File: src/rtl/nec_pkg.sv
// Package for the erase command decoder: decoder states and command bytes.
// Assumes byte-wide command data.
package nec_pkg;
    typedef enum logic [2:0] {
        ST_READ, ST_UL1, ST_UL2, ST_SETUP, ST_UL3, ST_UL4, ST_WINDOW, ST_BUSY
    } dec_state_t;

    typedef enum logic [1:0] {PH_IDLE, PH_PREP, PH_ERASE} phase_t;

    localparam logic [10:0] KEY_ADDR_A = 11'h555;
    localparam logic [10:0] KEY_ADDR_B = 11'h2AA;
    localparam logic [7:0]  KEY_DATA_A = 8'hAA;
    localparam logic [7:0]  KEY_DATA_B = 8'h55;
    localparam logic [7:0]  CMD_SETUP  = 8'h80;
    localparam logic [7:0]  CMD_CHIP   = 8'h10;
    localparam logic [7:0]  CMD_SECTOR = 8'h30;
    localparam logic [7:0]  CMD_HOLD   = 8'hB0;
endpackage

File: src/rtl/nec_win_timer.sv
// Acceptance window countdown. It reloads to WIN_CYC-1 on load and counts down to zero.
// Assumes WIN_CYC >= 2. The zero flag is meaningful only while the window is open.
module nec_win_timer #(
    parameter int WIN_CYC = 6250
) (
    input  logic clk,
    input  logic rst_n,
    input  logic load,
    output logic at_zero
);
    localparam int CW = $clog2(WIN_CYC);
    localparam logic [CW-1:0] LIM = CW'(WIN_CYC - 1);

    logic [CW-1:0] cnt;

    // Reload on an accepted sector command, otherwise count down and stop at zero.
    always_ff @(posedge clk) begin
        if (!rst_n)          cnt <= '0;
        else if (load)       cnt <= LIM;
        else if (cnt != '0)  cnt <= cnt - 1'b1;
    end

    assign at_zero = (cnt == '0);


    win_range_chk: assert property (@(posedge clk) disable iff (!rst_n) cnt <= LIM);
endmodule

File: src/rtl/nec_erase_seq.sv
// Embedded erase sequencer. A start pulse runs PREP_CYC cycles of preprogram, then ERASE_CYC cycles of erase.
// Assumes start arrives only while idle. Synchronous reset aborts at once.
module nec_erase_seq
    import nec_pkg::*;
#(
    parameter int PREP_CYC  = 64,
    parameter int ERASE_CYC = 256
) (
    input  logic clk,
    input  logic rst_n,
    input  logic start,
    output logic prog_zero,
    output logic erase_on,
    output logic done
);
    localparam int MAXC = (PREP_CYC > ERASE_CYC) ? PREP_CYC : ERASE_CYC;
    localparam int PW   = $clog2(MAXC + 1);

    phase_t        phase;
    logic [PW-1:0] cnt;

    // Step through idle, preprogram and erase, with the counter timing each part.
    always_ff @(posedge clk) begin
        if (!rst_n) begin
            phase <= PH_IDLE;
            cnt   <= '0;
        end else begin
            case (phase)
                PH_IDLE: if (start) begin
                    phase <= PH_PREP;
                    cnt   <= PW'(PREP_CYC - 1);
                end
                PH_PREP: if (cnt == '0) begin
                    phase <= PH_ERASE;
                    cnt   <= PW'(ERASE_CYC - 1);
                end else cnt <= cnt - 1'b1;
                PH_ERASE: if (cnt == '0) phase <= PH_IDLE;
                          else cnt <= cnt - 1'b1;
                default: phase <= PH_IDLE;
            endcase
        end
    end

    assign prog_zero = (phase == PH_PREP);
    assign erase_on  = (phase == PH_ERASE);
    assign done      = erase_on && (cnt == '0);


    prep_handover_chk: assert property (@(posedge clk) disable iff (!rst_n)
        prog_zero |=> (prog_zero || erase_on));

    erase_tail_chk: assert property (@(posedge clk) disable iff (!rst_n)
        erase_on |=> (erase_on || !prog_zero));
endmodule

File: src/rtl/nec_sector_map.sv
// Pending-sector bitmap. Bits can be set one at a time or all together, and cleared together.
// Assumes clear has priority over any set in the same cycle.
module nec_sector_map #(
    parameter int SECT_W = 3
) (
    input  logic                 clk,
    input  logic                 rst_n,
    input  logic                 clr,
    input  logic                 set_all,
    input  logic                 set_en,
    input  logic [SECT_W-1:0]    set_idx,
    output logic [2**SECT_W-1:0] map
);
    localparam int NSECT = 2**SECT_W;

    for (genvar g = 0; g < NSECT; g++) begin : g_bit
        // One pending flag per sector.
        always_ff @(posedge clk) begin
            if (!rst_n || clr)                           map[g] <= 1'b0;
            else if (set_all)                            map[g] <= 1'b1;
            else if (set_en && set_idx == SECT_W'(g))    map[g] <= 1'b1;
        end
    end
endmodule

File: src/rtl/nor_erase_ctrl.sv
// Erase command decoder top. It decodes the six-write erase prefix, runs the sector acceptance window
// and hands over to the erase sequencer.
// Assumes ADDR_W >= 11 and that the sector index is the top SECT_W address bits.
module nor_erase_ctrl
    import nec_pkg::*;
#(
    parameter int ADDR_W    = 12,
    parameter int SECT_W    = 3,
    parameter int CLK_MHZ   = 125,
    parameter int WIN_US    = 50,
    parameter int WIN_CYC   = CLK_MHZ * WIN_US,
    parameter int PREP_CYC  = 64,
    parameter int ERASE_CYC = 256
) (
    input  logic                 clk,
    input  logic                 rst_n,
    input  logic                 wr_en,
    input  logic [ADDR_W-1:0]    wr_addr,
    input  logic [7:0]           wr_data,
    output logic                 busy,
    output logic                 prog_zero,
    output logic                 erase_on,
    output logic                 window_open,
    output logic [2**SECT_W-1:0] erase_req
);
    localparam logic [ADDR_W-1:0] ADR_A = ADDR_W'(KEY_ADDR_A);
    localparam logic [ADDR_W-1:0] ADR_B = ADDR_W'(KEY_ADDR_B);

    dec_state_t            state, nxt;
    logic                  set_all, set_en, map_clr, tmr_load, eng_start;
    logic                  tmr_zero, eng_done;
    logic [2**SECT_W-1:0]  map;
    logic [SECT_W-1:0]     sect_idx;

    assign sect_idx = wr_addr[ADDR_W-1 -: SECT_W];

    function automatic logic hit(input logic [ADDR_W-1:0] a, input logic [7:0] d);
        return wr_en && (wr_addr == a) && (wr_data == d);
    endfunction

    // Next-state and control decode for the command sequence.
    always_comb begin
        nxt       = state;
        set_all   = 1'b0;
        set_en    = 1'b0;
        map_clr   = 1'b0;
        tmr_load  = 1'b0;
        eng_start = 1'b0;
        case (state)
            ST_READ:  if (hit(ADR_A, KEY_DATA_A)) nxt = ST_UL1;
            ST_UL1:   if (wr_en) nxt = hit(ADR_B, KEY_DATA_B) ? ST_UL2   : ST_READ;
            ST_UL2:   if (wr_en) nxt = hit(ADR_A, CMD_SETUP)  ? ST_SETUP : ST_READ;
            ST_SETUP: if (wr_en) nxt = hit(ADR_A, KEY_DATA_A) ? ST_UL3   : ST_READ;
            ST_UL3:   if (wr_en) nxt = hit(ADR_B, KEY_DATA_B) ? ST_UL4   : ST_READ;
            ST_UL4: if (wr_en) begin
                if (hit(ADR_A, CMD_CHIP)) begin
                    set_all   = 1'b1;
                    eng_start = 1'b1;
                    nxt       = ST_BUSY;
                end else if (wr_data == CMD_SECTOR) begin
                    set_en   = 1'b1;
                    tmr_load = 1'b1;
                    nxt      = ST_WINDOW;
                end else nxt = ST_READ;
            end
            ST_WINDOW: begin
                if (wr_en && wr_data == CMD_SECTOR) begin
                    set_en   = 1'b1;
                    tmr_load = 1'b1;
                end else if (wr_en && wr_data != CMD_HOLD) begin
                    map_clr = 1'b1;
                    nxt     = ST_READ;
                end else if (tmr_zero) begin
                    eng_start = 1'b1;
                    nxt       = ST_BUSY;
                end
            end
            ST_BUSY: if (eng_done) begin
                map_clr = 1'b1;
                nxt     = ST_READ;
            end
            default: nxt = ST_READ;
        endcase
    end

    // State register; hardware reset returns to read mode.
    always_ff @(posedge clk) begin
        if (!rst_n) state <= ST_READ;
        else        state <= nxt;
    end

    nec_win_timer #(.WIN_CYC(WIN_CYC)) u_timer (
        .clk(clk), .rst_n(rst_n), .load(tmr_load), .at_zero(tmr_zero)
    );

    nec_sector_map #(.SECT_W(SECT_W)) u_map (
        .clk(clk), .rst_n(rst_n), .clr(map_clr), .set_all(set_all),
        .set_en(set_en), .set_idx(sect_idx), .map(map)
    );

    nec_erase_seq #(.PREP_CYC(PREP_CYC), .ERASE_CYC(ERASE_CYC)) u_seq (
        .clk(clk), .rst_n(rst_n), .start(eng_start),
        .prog_zero(prog_zero), .erase_on(erase_on), .done(eng_done)
    );

    assign busy        = prog_zero || erase_on;
    assign window_open = (state == ST_WINDOW);
    assign erase_req   = busy ? map : '0;


    busy_map_chk: assert property (@(posedge clk) disable iff (!rst_n)
        busy |-> (erase_req != '0));

    window_idle_chk: assert property (@(posedge clk) disable iff (!rst_n)
        window_open |-> !busy);

    ignored_write_chk: assert property (@(posedge clk) disable iff (!rst_n)
        busy |=> (!busy || $stable(erase_req)));
endmodule

File: config.mk
export PLATFORM = sky130hd
export DESIGN_NAME = nor_erase_ctrl
export DESIGN_NICKNAME = d
export VERILOG_FILES = /design/src/rtl/nec_pkg.sv /design/src/rtl/nec_win_timer.sv /design/src/rtl/nec_erase_seq.sv /design/src/rtl/nec_sector_map.sv /design/src/rtl/nor_erase_ctrl.sv
export SDC_FILE = /design/constraint.sdc
export NUM_CORES = 1
export LEC_CHECK = 0
export ABC_AREA = 1
export BUFFER_PORTS_ARGS = -buffer_cell sky130_fd_sc_hd__buf_2
export CAP_MARGIN = 20
export CORE_MARGIN = 4
export CORE_UTILIZATION = 25
export DETAILED_ROUTE_END_ITERATION = 6
export PLACE_DENSITY_LB_ADDON = 0.15
export SYNTH_ARGS = -nofsm -noshare
export SYNTH_HDL_FRONTEND = slang
export SYNTH_SLANG_ARGS = --single-unit
File: constraint.sdc
create_clock -name clk -period 3.67 [get_ports clk]
set_clock_uncertainty 0.15 [all_clocks]
set_input_delay 0.1835 -clock clk [delete_from_list [all_inputs] [get_ports clk]]
set_output_delay 0.1835 -clock clk [all_outputs]
set_load 0.005 [all_outputs]
Yosys cells after proc, flatten, opt, wreduce, memory -nomap -nowiden
Cells that the tools add are included.

Add/sub/neg operators: 2. Equality and inequality tests: 37. Multiplexer cells: 60. Bitwise gates (word level): 1. Reduce and logical (&&, ||, !) cells: 40.

Operator list (count): 2-to-1 mux 3 bit (14); 2-to-1 mux 1 bit (29); 2-to-1 mux 9 bit (3); case mux 9 bit (3 select lines) (1); 2-to-1 mux 13 bit (2); == test 3 bit, second input constant (8); case mux 3 bit (8 select lines) (1); inequality test 2 bit, second input constant (10); nonzero test 2 bit (9); logical AND 1 bit (17); == test 8 bit, second input constant (2); logical NOT 13 bit (1); nonzero test 13 bit (1); subtractor 13 x 1 -> 13 bit, second input constant (1); == test 12 x 10 -> 1 bit, second input constant (1); == test 12 x 11 -> 1 bit, second input constant (1); == test 3 x 2 -> 1 bit, second input constant (4); 2-to-1 mux 2 bit (5); logical NOT 9 bit (1); AND reduction 9 bit (1); subtractor 9 x 1 -> 9 bit, second input constant (1); == test 8 x 5 -> 1 bit, second input constant (1); == test 8 x 6 -> 1 bit, second input constant (1); == test 8 x 7 -> 1 bit, second input constant (1); other kinds (17) (24).

Input bits: 23. Logic and storage cells: 153. Output and inout bits: 12. Bits in registers: 35.

Depth between registers and ports, before layout
Gate-level depths: netlist of the first run.

Word-level depth: 9. Gate-level depth with buffers: 12. Gate-level depth less buffers: 12.

By module
Synthesis of the first run repeated with hierarchy kept, for this count alone.

Cells, all modules: 456. Area, all modules: 2655.0 µm².

By module, submodules not included: nec_erase_seq (times used 1, cells each 130, area each 837.1 µm², sequential area each 220.2 µm²); nor_erase_ctrl (times used 1, cells each 178, area each 798.3 µm², sequential area each 60.1 µm²); nec_win_timer (times used 1, cells each 102, area each 698.2 µm², sequential area each 260.2 µm²); nec_sector_map (times used 1, cells each 46, area each 321.6 µm², sequential area each 160.2 µm²).

Worst setup path before layout of the first run
Ideal clock, no wire load.

Path type: flip-flop to flip-flop. From: register u_seq.phase[0]. To: register u_seq.cnt[7]. Setup time: 0.115 ns. Data required time: 3.405 ns. Period minus slack after synthesis: 1.714 ns. Path buffers: 0. Data arrival time: 1.449 ns. Slack: 1.956 ns. Cell stages (with the launch flop): 11. Cell sequence: dfxtp_1 inv_1 ha_1 nor2_1 inv_1 nand3_1 nand2_1 nand2_1 nand3_1 nand2_1 nor2_1.

Longest elaborated chain between the ends: 3. Elaborated cells between the ends (all ways): 8. Those cells by class: 4 x eq/ne; 1 x mux; 3 x reduce/logical.

RTL lines: from (decl) (line nec_erase_seq.sv:19) `phase_t phase;`; from (signal assigned) (line nec_erase_seq.sv:25) `phase <= PH_IDLE;`; from (signal assigned) (line nec_erase_seq.sv:30) `phase <= PH_PREP;`; from (signal assigned) (line nec_erase_seq.sv:34) `phase <= PH_ERASE;`; == test 2 bit (*); net erase_on (line nor_erase_ctrl.sv:22) `output logic erase_on,`; inequality test 2 bit (no line) or nonzero test 3 bit (tied branches); AND reduction 3 bit (no line); to (signal assigned) (line nec_erase_seq.sv:31) `cnt <= PW'(PREP_CYC - 1);`; to (signal assigned) (line nec_erase_seq.sv:35) `cnt <= PW'(ERASE_CYC - 1);`; to (signal assigned) (line nec_erase_seq.sv:36) `end else cnt <= cnt - 1'b1;`; to (decl) (line nec_erase_seq.sv:20) `logic [PW-1:0] cnt;`.

The timed path passes the listed nets; every way through them passes the cells marked *. A chain may end at the register's enable or synchronous reset.

Final worst setup path of the first run
From: register u_seq.phase[0]. To: register u_seq.cnt[7].

Longest elaborated chain between the ends: 3. Elaborated cells between the ends (all ways): 8. Those cells by class: 4 x eq/ne; 1 x mux; 3 x reduce/logical.

RTL lines: == test 2 bit (tied with other cells) (line nec_erase_seq.sv:28) `case (phase)`; inequality test 2 bit (no line) or nonzero test 3 bit (tied branches); AND reduction 3 bit (no line).

Parallel ways exist; a longest one is shown, timed or not.

==> impl.org, run 1 <==
** Clock tree
- Num CTS Buffers :: 5
- The clock passes through at most 2 buffers.
- CTS placed an instance of sky130_fd_sc_hd__clkbuf_8 at the clock tree root.
- For this design, the sink count on the clock tree is 35.
- In this run, post-CTS repair resized a total of 0 instances.
- The H-tree was split into 2 levels.
- TritonCTS built the clock tree.
- In this run the post-CTS setup repair buffer count came out at 0.
- After clock tree synthesis, the clock-pin slew on the worst setup and hold paths is 0.08 ns.
- The number of hold buffers added after CTS was 0.
- At the later pin of the worst-skew pair, clock insertion delay measures 0.29 ns.

** Routing
- Via count :: 2650
- Per-cell via count in the routed design :: 4.50
- The first detailed-routing pass ran for 4 iterations.
- Post-detailed-route count of antenna-violating nets :: 0
- In the final routed layout, each cell accounts on average for 11.5 um.
- In this run, the number of DRC markers left after iteration 0 of detailed routing was 133.
- For this run, design rule violations remaining after detail routing come to 0.
- Detailed-route wire length :: 6790 um

** Worst setup path
- Maximum fanout count along the critical path :: 9
- In this run the critical register-to-register path is captured at u_seq.cnt[7].
- The critical path in this run is classified as reg2reg.
- Req. time, crit path :: 3.70 ns
- The most critical setup path has its startpoint at u_seq.phase[0].
- Startpoint of the worst register-to-register path :: u_seq.phase[0]
- R2R depth :: 10
- STA puts the critical path data arrival time at 2.08 ns.
- STA classifies the critical path endpoint as a flip-flop.
- Category of the worst setup path launch point :: flip-flop
- Setup slack of the most critical reg-to-reg path :: 1.62 ns

** Power and ir drop
- Peak supply drop :: 177 uV
- The internal portion of the total power is 0.782 mW.
- Part of the power in registers :: 38.8%
- Power density of the placed cells :: 440 nW/um2
- The analysis attributes to cell leakage a power of 1.44 nW.
- Net switching share of the total power :: 40.2%
- In this run the power spent charging and discharging nets is 0.527 mW.
- Combinational logic burns 39.5% of the power.
- Power share of the clock group :: 21.7%

** Finish
- Post-route core utilization :: 30.0%
- Non-Filler Cell Area, Final :: 2970 um2
- The top cell types in the final layout, fill and taps aside, are 88 x sky130_fd_sc_hd__nand2_1, 75 x sky130_fd_sc_hd__nor2_1, 60 x sky130_fd_sc_hd__inv_1.
- Area growth, synth to finish :: 14.9%
- Fraction of layout instances using a drive strength above 1 :: 14.7%
- Leaving out fill and tap cells, the most frequent cell in the layout is sky130_fd_sc_hd__nand2_1.
- The number of antenna diodes in the final layout is 0.
- In the final design database the tool counted 486 nets.

** Die
- The die covers 12000 um2.
- Horizontal die dimension :: 110 um
- The initial utilization of the core area, before any placement, comes to 26.1%.
- Number of cell rows :: 36
- Die height :: 110 um
- Count of pins on the block boundary :: 35
- The floorplan step defined a core boundary enclosing 9910 um2.

** Timing
- Shortest period the worst path allows :: 2.05 ns
- Final setup TNS :: 0 ns
- Setup slack after layout :: 1.62 ns
- Setup repair after global routing left no endpoint under its margin.
- At the pin with the least slew margin, the transition time is 0.664 ns.
- Of the available clock period, the critical path in the final layout requires 55.9%.
- Relative slew margins :: 55.6%
- Hold violation count in the final report :: 0
- The max-slew violation total from the final report was 0.
- Upper clock frequency limit :: 0.488 GHz
- Final setup violation count :: 0

** Global routing
- Vias in the first global route :: 2544
- Initial antenna violation count :: 0
- Across every metal layer, demand over resource in global routing totals 12.1%.
- Global-route wire length before repair :: 11700 um
- Congestion Overflow GR :: 0
- Maximum number of pins on one net before global-route repair :: 21

** Synthesis
- Synthesis-stage register bit count :: 35
- For this run, the number of Yosys warnings is 0.
- Sequential area share after synthesis :: 27.1%
- Post-Syn Area :: 2590 um2
- The synthesized design devotes to its leading area cell type 27.1% of total area.
- The largest total area in the synthesized netlist belongs to sky130_fd_sc_hd__dfxtp_1.
- After synthesis, the mean cell area works out to 6.16 um2.
- In the synthesized netlist, the number of instances is 420.
- Post-Synthesis Net Count :: 451
- Biggest area contributors in the synthesized netlist :: sky130_fd_sc_hd__dfxtp_1 27%, sky130_fd_sc_hd__nand2_1 13%, sky130_fd_sc_hd__nor2_1 11%
- Unique cell type count in the Yosys netlist :: 38

** Hold path
- The worst hold path begins at rst_n.
- Counting instances, the worst hold path has a depth of 3.
- Path category of the worst min-delay check :: in2reg
- Hold worst-path end :: u_seq.cnt[6]

** Placed design
- Post-detail-place hpwl :: 5300 um
- Input and output buffers added on the ports amount to 34.
- Global placement routability congestion :: 0.851
- OpenSTA, run right after detailed placement, puts the worst setup slack at 1.60 ns.
- Area after detailed placement :: 2880 um2

** Job
- Across the run, the number of max-cap violations was 0.

** Outcome
- Outcome :: complete, no violations
## cells in the mapped netlist
cell type,instances
sky130_fd_sc_hd__nand2_1,88
sky130_fd_sc_hd__nor2_1,75
sky130_fd_sc_hd__inv_1,60
sky130_fd_sc_hd__nand3_1,45
sky130_fd_sc_hd__dfxtp_1,35
sky130_fd_sc_hd__a21oi_1,25
sky130_fd_sc_hd__nor3_1,16
sky130_fd_sc_hd__a211oi_1,8
sky130_fd_sc_hd__ha_1,8
sky130_fd_sc_hd__xor2_1,7
sky130_fd_sc_hd__nand4_1,6
sky130_fd_sc_hd__nor2_2,5
sky130_fd_sc_hd__o21ai_0,5
sky130_fd_sc_hd__inv_2,3
sky130_fd_sc_hd__nand2_2,3
sky130_fd_sc_hd__nand3_2,3
sky130_fd_sc_hd__a21oi_2,2
sky130_fd_sc_hd__buf_6,2
sky130_fd_sc_hd__clkbuf_1,2
sky130_fd_sc_hd__nand3b_1,2
sky130_fd_sc_hd__or2_2,2
sky130_fd_sc_hd__xnor2_1,2
sky130_fd_sc_hd__a21boi_1,1
sky130_fd_sc_hd__a21oi_4,1
sky130_fd_sc_hd__buf_2,1
sky130_fd_sc_hd__clkbuf_2,1
sky130_fd_sc_hd__clkinv_1,1
sky130_fd_sc_hd__nand2_4,1
sky130_fd_sc_hd__nor2_4,1
sky130_fd_sc_hd__nor2_8,1
sky130_fd_sc_hd__nor3b_2,1
sky130_fd_sc_hd__nor4_1,1
sky130_fd_sc_hd__o211ai_1,1
sky130_fd_sc_hd__o21a_1,1
sky130_fd_sc_hd__o21ai_1,1
sky130_fd_sc_hd__o21ai_2,1
sky130_fd_sc_hd__o311ai_2,1
sky130_fd_sc_hd__or3_1,1
## sequential cells by signal, summed over array words and instances (netlist names)
name / flops
state: 3
u_map.map: 8
u_seq.cnt: 9
u_seq.phase: 2
u_timer.cnt: 13
## layer usage
layer	track usage, %	vias to the layer above	wire length, um
li1	-	1409	-
met1	16.5	1212	3400
met2	19.7	25	3130
met3	2.23	4	211
met4	2.85	0	48
met5	0	-	0
## stage by stage
stage	std cells	total power, mW	hold WS (ns)
2_1_floorplan	420	0.919	0.172
3_3_place_gp	581	1.04	0.309
3_5_place_dp	581	1.04	0.321
4_1_cts	589	1.33	0.136
5_1_grt	589	1.43	0.148
6_report	589	1.31	0.136
## kinds of logic after synthesis
kind of cell               count (synthesis)  share of synthesized area (%)
xor gates and xnor gates                   9                           3.05
buffers and inverters                     70                           10.8
DFF                                       35                           27.1
AOI/OAI and AO/OA                         47                           11.5
and+or+nand+nor                          251                           43.7
adders and majority gates                  8                           3.87
## worst max path at each step
| stage | end | slack [ns] |
|---|---|---|
| after global routing | u_seq.cnt[7] | 1.41 |
| after detailed placement | u_seq.cnt[7] | 1.60 |
| after global placement | u_seq.cnt[7] | 1.62 |
| final | u_seq.cnt[7] | 1.62 |
| after CTS | erase_req[6] | 1.57 |
| after floorplan | u_seq.cnt[7] | 1.96 |
## final cells by class
type                       count  area [um2]
multi-input combinational    315        1610
clock inverter                 3        20.0
inverter                      64         240
timing repair buffer          34         170
tap                          133         166
fill                        1148        6940
clock buffer                   5        68.8
sequential                    35         701
## power groups by stage
stage	Clock [mW]	Combinational [mW]	Sequential, mW
final	0.284	0.517	0.508
after global routing	0.319	0.597	0.517
after CTS	0.300	0.526	0.508
after detailed placement	0	0.521	0.516
after global placement	0	0.521	0.518
after floorplan	0	0.419	0.501
## worst max-delay path: stages, from the launching register on
cell                      delay [ns]
sky130_fd_sc_hd__dfxtp_1        0.37
sky130_fd_sc_hd__inv_1          0.09
sky130_fd_sc_hd__ha_1           0.29
sky130_fd_sc_hd__nor2_1         0.50
sky130_fd_sc_hd__inv_1          0.13
sky130_fd_sc_hd__nand3_1        0.11
sky130_fd_sc_hd__nand2_1        0.05
sky130_fd_sc_hd__nand2_1        0.05
sky130_fd_sc_hd__nand3_1        0.08
sky130_fd_sc_hd__nand2_1        0.08
sky130_fd_sc_hd__nor2_1         0.04
No activity file was read; power rests on OpenSTA's default activity.
==> run 2: changes to the inputs <==
clock period = 1.65 ns   (was 3.67 ns; I/O delays follow)
==> impl.org, run 2 (synthesized netlist as in run 1, its figures left out) <==
** Clock tree
- Maximum buffer depth of the clock tree :: 2 (unchanged)
- The clock-pin slew of the registers on the worst-case setup and hold paths came to 0.08 ns (about the same).
- The number of sinks driven by the clock tree is 35 (unchanged).
- Num CTS Buffers :: 5 (unchanged)
- The number of H-tree levels was 2 (unchanged).
- TritonCTS clock tree :: yes
- In this run the clock root is driven by a sky130_fd_sc_hd__clkbuf_8.
- Clock insertion delay at the later pin of the skew report :: 0.28 ns (about the same)

** Die
- Number of cell rows :: 36 (unchanged)
- The overall die height came to 110 um (unchanged).
- The die boundary width was 110 um (unchanged).
- Count of pins on the block boundary :: 35 (unchanged)
- CORE AREA :: 9910 um2 (unchanged)
- Area of the die :: 12000 um2 (unchanged)
- Starting Density :: 26.1% (unchanged)

** Timing
- Post-route fraction of the period consumed by the critical path :: 100% (+44 points)
- The max-slew violation total from the final report came to 0 (unchanged).
- Final setup violation count :: 3 (+3)
- The total negative slack is -0.00312 ns (-0.00312 ns).
- The slew at the pin closest to its max-slew limit came to 0.348 ns (-0.316 ns).
- Final hold slack :: 0.131 ns (-0.00538 ns)
- Upper clock frequency limit :: 0.605 GHz (+24%)
- Setup repair after global routing could not meet its margin everywhere.
- The time the final worst path needs with I/O delays and setup came to 1.65 ns (-0.397 ns).
- The count of endpoints failing hold in the final timing report was 0 (unchanged).
- The headroom to the max-slew limit came to 76.6% (+21 points).
- Setup slack after layout :: -0.00270 ns (-1.62 ns)

** Worst setup path
- The slowest stage of the critical path is the sky130_fd_sc_hd__dfxtp_2 cell.
- Req. time, crit path :: 1.68 ns (-2.02 ns)
- Among cell families on the critical path, the largest total delay comes from simple AND/OR/NAND/NOR gates.
- The worst setup path is launched from a flip-flop.
- STA classifies the critical path endpoint as a flip-flop.
- The delay contributed by the slowest stage of the critical path came to 0.34 ns (-0.16 ns).
- The critical path is of the reg2reg type.
- Data arrival time of the critical path :: 1.69 ns (-0.39 ns)
- CP Cell Sequence :: inv_2 -> buf_4 -> ha_1 -> nand2_2 -> inv_2 -> nand2_1 -> xor2_1 -> nand2_1 -> nand2_1 -> nand3_2 -> nand2_1 -> nor2_1
- In this run the critical register-to-register path is launched from u_seq.cnt[0].
- Most used cell along the critical path :: sky130_fd_sc_hd__nand2_1
- The total buffers and inverters traversed by the critical path came to 3 (+1).
- Setup slack of the most critical reg-to-reg path :: -0.003 ns (-1.62 ns)
- Maximum fanout count along the critical path :: 3 (-6)
- The endpoint identified for the worst register-to-register timing path is u_seq.cnt[6].
- The depth of the most critical reg-to-reg path came to 12 (+2).

** Outcome
- Failing checks :: negative setup slack
- Outcome :: finished, violations left

** Power and ir drop
- The power per cell area was 942 nW/um2 (+110%).
- The static leakage came to 1.80 nW (+25%).
- The overall power consumption came to 3.56 mW (+170%).
- The worst vdd rail ir drop came to 505 uV (+190%).

** Finish
- Largest register FFs :: 13 (unchanged)
- Number of diodes :: 0 (unchanged)
- In the layout the commonest cells are 72 x sky130_fd_sc_hd__nand2_1, 61 x sky130_fd_sc_hd__nor2_1, 52 x sky130_fd_sc_hd__inv_1.
- Leaving out fill and tap cells, the most frequent cell in the layout is sky130_fd_sc_hd__nand2_1.
- Fraction of layout instances using a drive strength above 1 :: 38.2% (+24 points)
- More flip-flops sit in one register than any other, and that register is u_timer.cnt.
- Post-route non-filler standard cell count :: 646 (+9.7%)
- Top flop regs :: u_timer.cnt x13, u_seq.cnt x9, u_map.map x8
- Nets@finish :: 543 (+12%)
- Compared with the post-synthesis result, the final layout area differs by 46.2%.

** Global routing
- The total congestion overflow is 0 (unchanged).
- The number of global-route vias before repair is 2713 (+6.6%).
- Maximum number of pins on one net before global-route repair :: 20 (-4.8%)
- Initial antenna violation count :: 0 (unchanged)
- Global-route wire length before repair :: 12400 um (+6.0%)
- Overall Global Routing Usage :: 12.9% (+0.78 points)

** Routing
- The via count of the routed design came to 2847 (+7.4%).
- The number of optimization iterations in the first detailed-route pass was 4 (unchanged).
- Post-detailed-route count of antenna-violating nets :: 0 (unchanged)
- The remaining routing DRC violations came to 0 (unchanged).
- The total routed wirelength came to 7660 um (+13%).
- The detailed-route vias per instance was 4.41 (-2.0%).
- Initial detailed-routing violation count :: 160 (+20%)
- Routed length per instance :: 11.9 um (+2.9%)

** Hold path
- Path category of the worst min-delay check :: in2reg
- The cell depth of the worst min-delay path was 4 (+1).
- Hold worst-path end :: u_map.map[0]
- Hold path startpoint :: wr_addr[10]

** Placed design
- The worst setup timing slack at the placement stage is -0.0332 ns (-1.64 ns).
- Placed insts :: 630 (+8.4%)
- Post-detail-place hpwl :: 5630 um (+6.4%)
- The placer congestion estimate came to 0.808 (-5.0%).
- The number of buffers inserted by port buffering was 34 (unchanged).

** Job
- The max capacitance violation total was 0 (unchanged).
-- run 2: cell count changes in the layout (fill, tap and decap cells not counted), sizes merged --
cell	delta
buf	+54
clkbuf	+4
clkinvlp	-2
dlygate4sd3	+1
-- run 2: area by class of cell --
| cell class | count | area, um2 |
|---|---|---|
| timing repair buffer | 91 | 676 |
| multi-input combinational | 315 | 1890 |
| inverter | 64 | 243 |
| tap | 133 | 166 |
| sequential | 35 | 722 |
| fill | 1112 | 6130 |
| clock inverter | 1 | 5.00 |
| clock buffer | 7 | 76.3 |
-- run 2: metrics by stage --
step / utilization, % / area [um2]
after floorplan: - / 2590
after global placement: 33.1 / 3280
after detailed placement: 33.1 / 3280
after CTS: 34.8 / 3440
after global routing: 38.1 / 3780
final: 38.1 / 3780
-- run 2: routing by layer --
layer	vias up	track usage, %	routed length (um)
li1	1531	-	-
met1	1285	17.4	3720
met2	26	21.3	3690
met4	0	2.94	61
met3	5	2.29	185
met5	-	0	0
-- run 2: how the worst max path moves through the flow --
stage	from	endpoint	slack, ns	depth (start not counted)
after global routing	u_timer.cnt[4]	u_seq.phase[1]	-0.10	10
after CTS	u_timer.cnt[0]	state[2]	0.002	11
after global placement	u_seq.phase[0]	state[0]	-0.07	9
after floorplan	u_seq.cnt[0]	u_seq.cnt[6]	0.01	9
final	u_seq.cnt[0]	u_seq.cnt[6]	-0.003	12
after detailed placement	u_seq.cnt[0]	state[0]	-0.03	11
-- run 2: power breakdown --
| part | leakage [nW] | switching, mW | total (mW) | internal [mW] |
|---|---|---|---|---|
| Combinational | 1.46 | 0.952 | 1.85 | 0.899 |
| Clock | 0.0422 | 0.314 | 0.610 | 0.297 |
| Sequential | 0.290 | 0.104 | 1.10 | 0.996 |
| Total | 1.80 | 1.37 | 3.56 | 2.19 |
-- run 2: what timing repair did --
action                     CTS  global route
hold endpoints to repair     2             0
cloned                       0             4
buffers inserted             2             2
hold buffers                 1             0
resized for setup           21            74
pin swaps                    7            29
setup endpoints to repair   24            35
-- run 2: worst reg2reg max path: cells and delay by family, from the launching register on --
| kind | cells | cell delay [ns] |
|---|---|---|
| simple gates | 7 | 0.46 |
| flops | 1 | 0.34 |
| buf+inv | 3 | 0.24 |
| fa+ha+maj | 1 | 0.22 |
| xor+xnor | 1 | 0.14 |
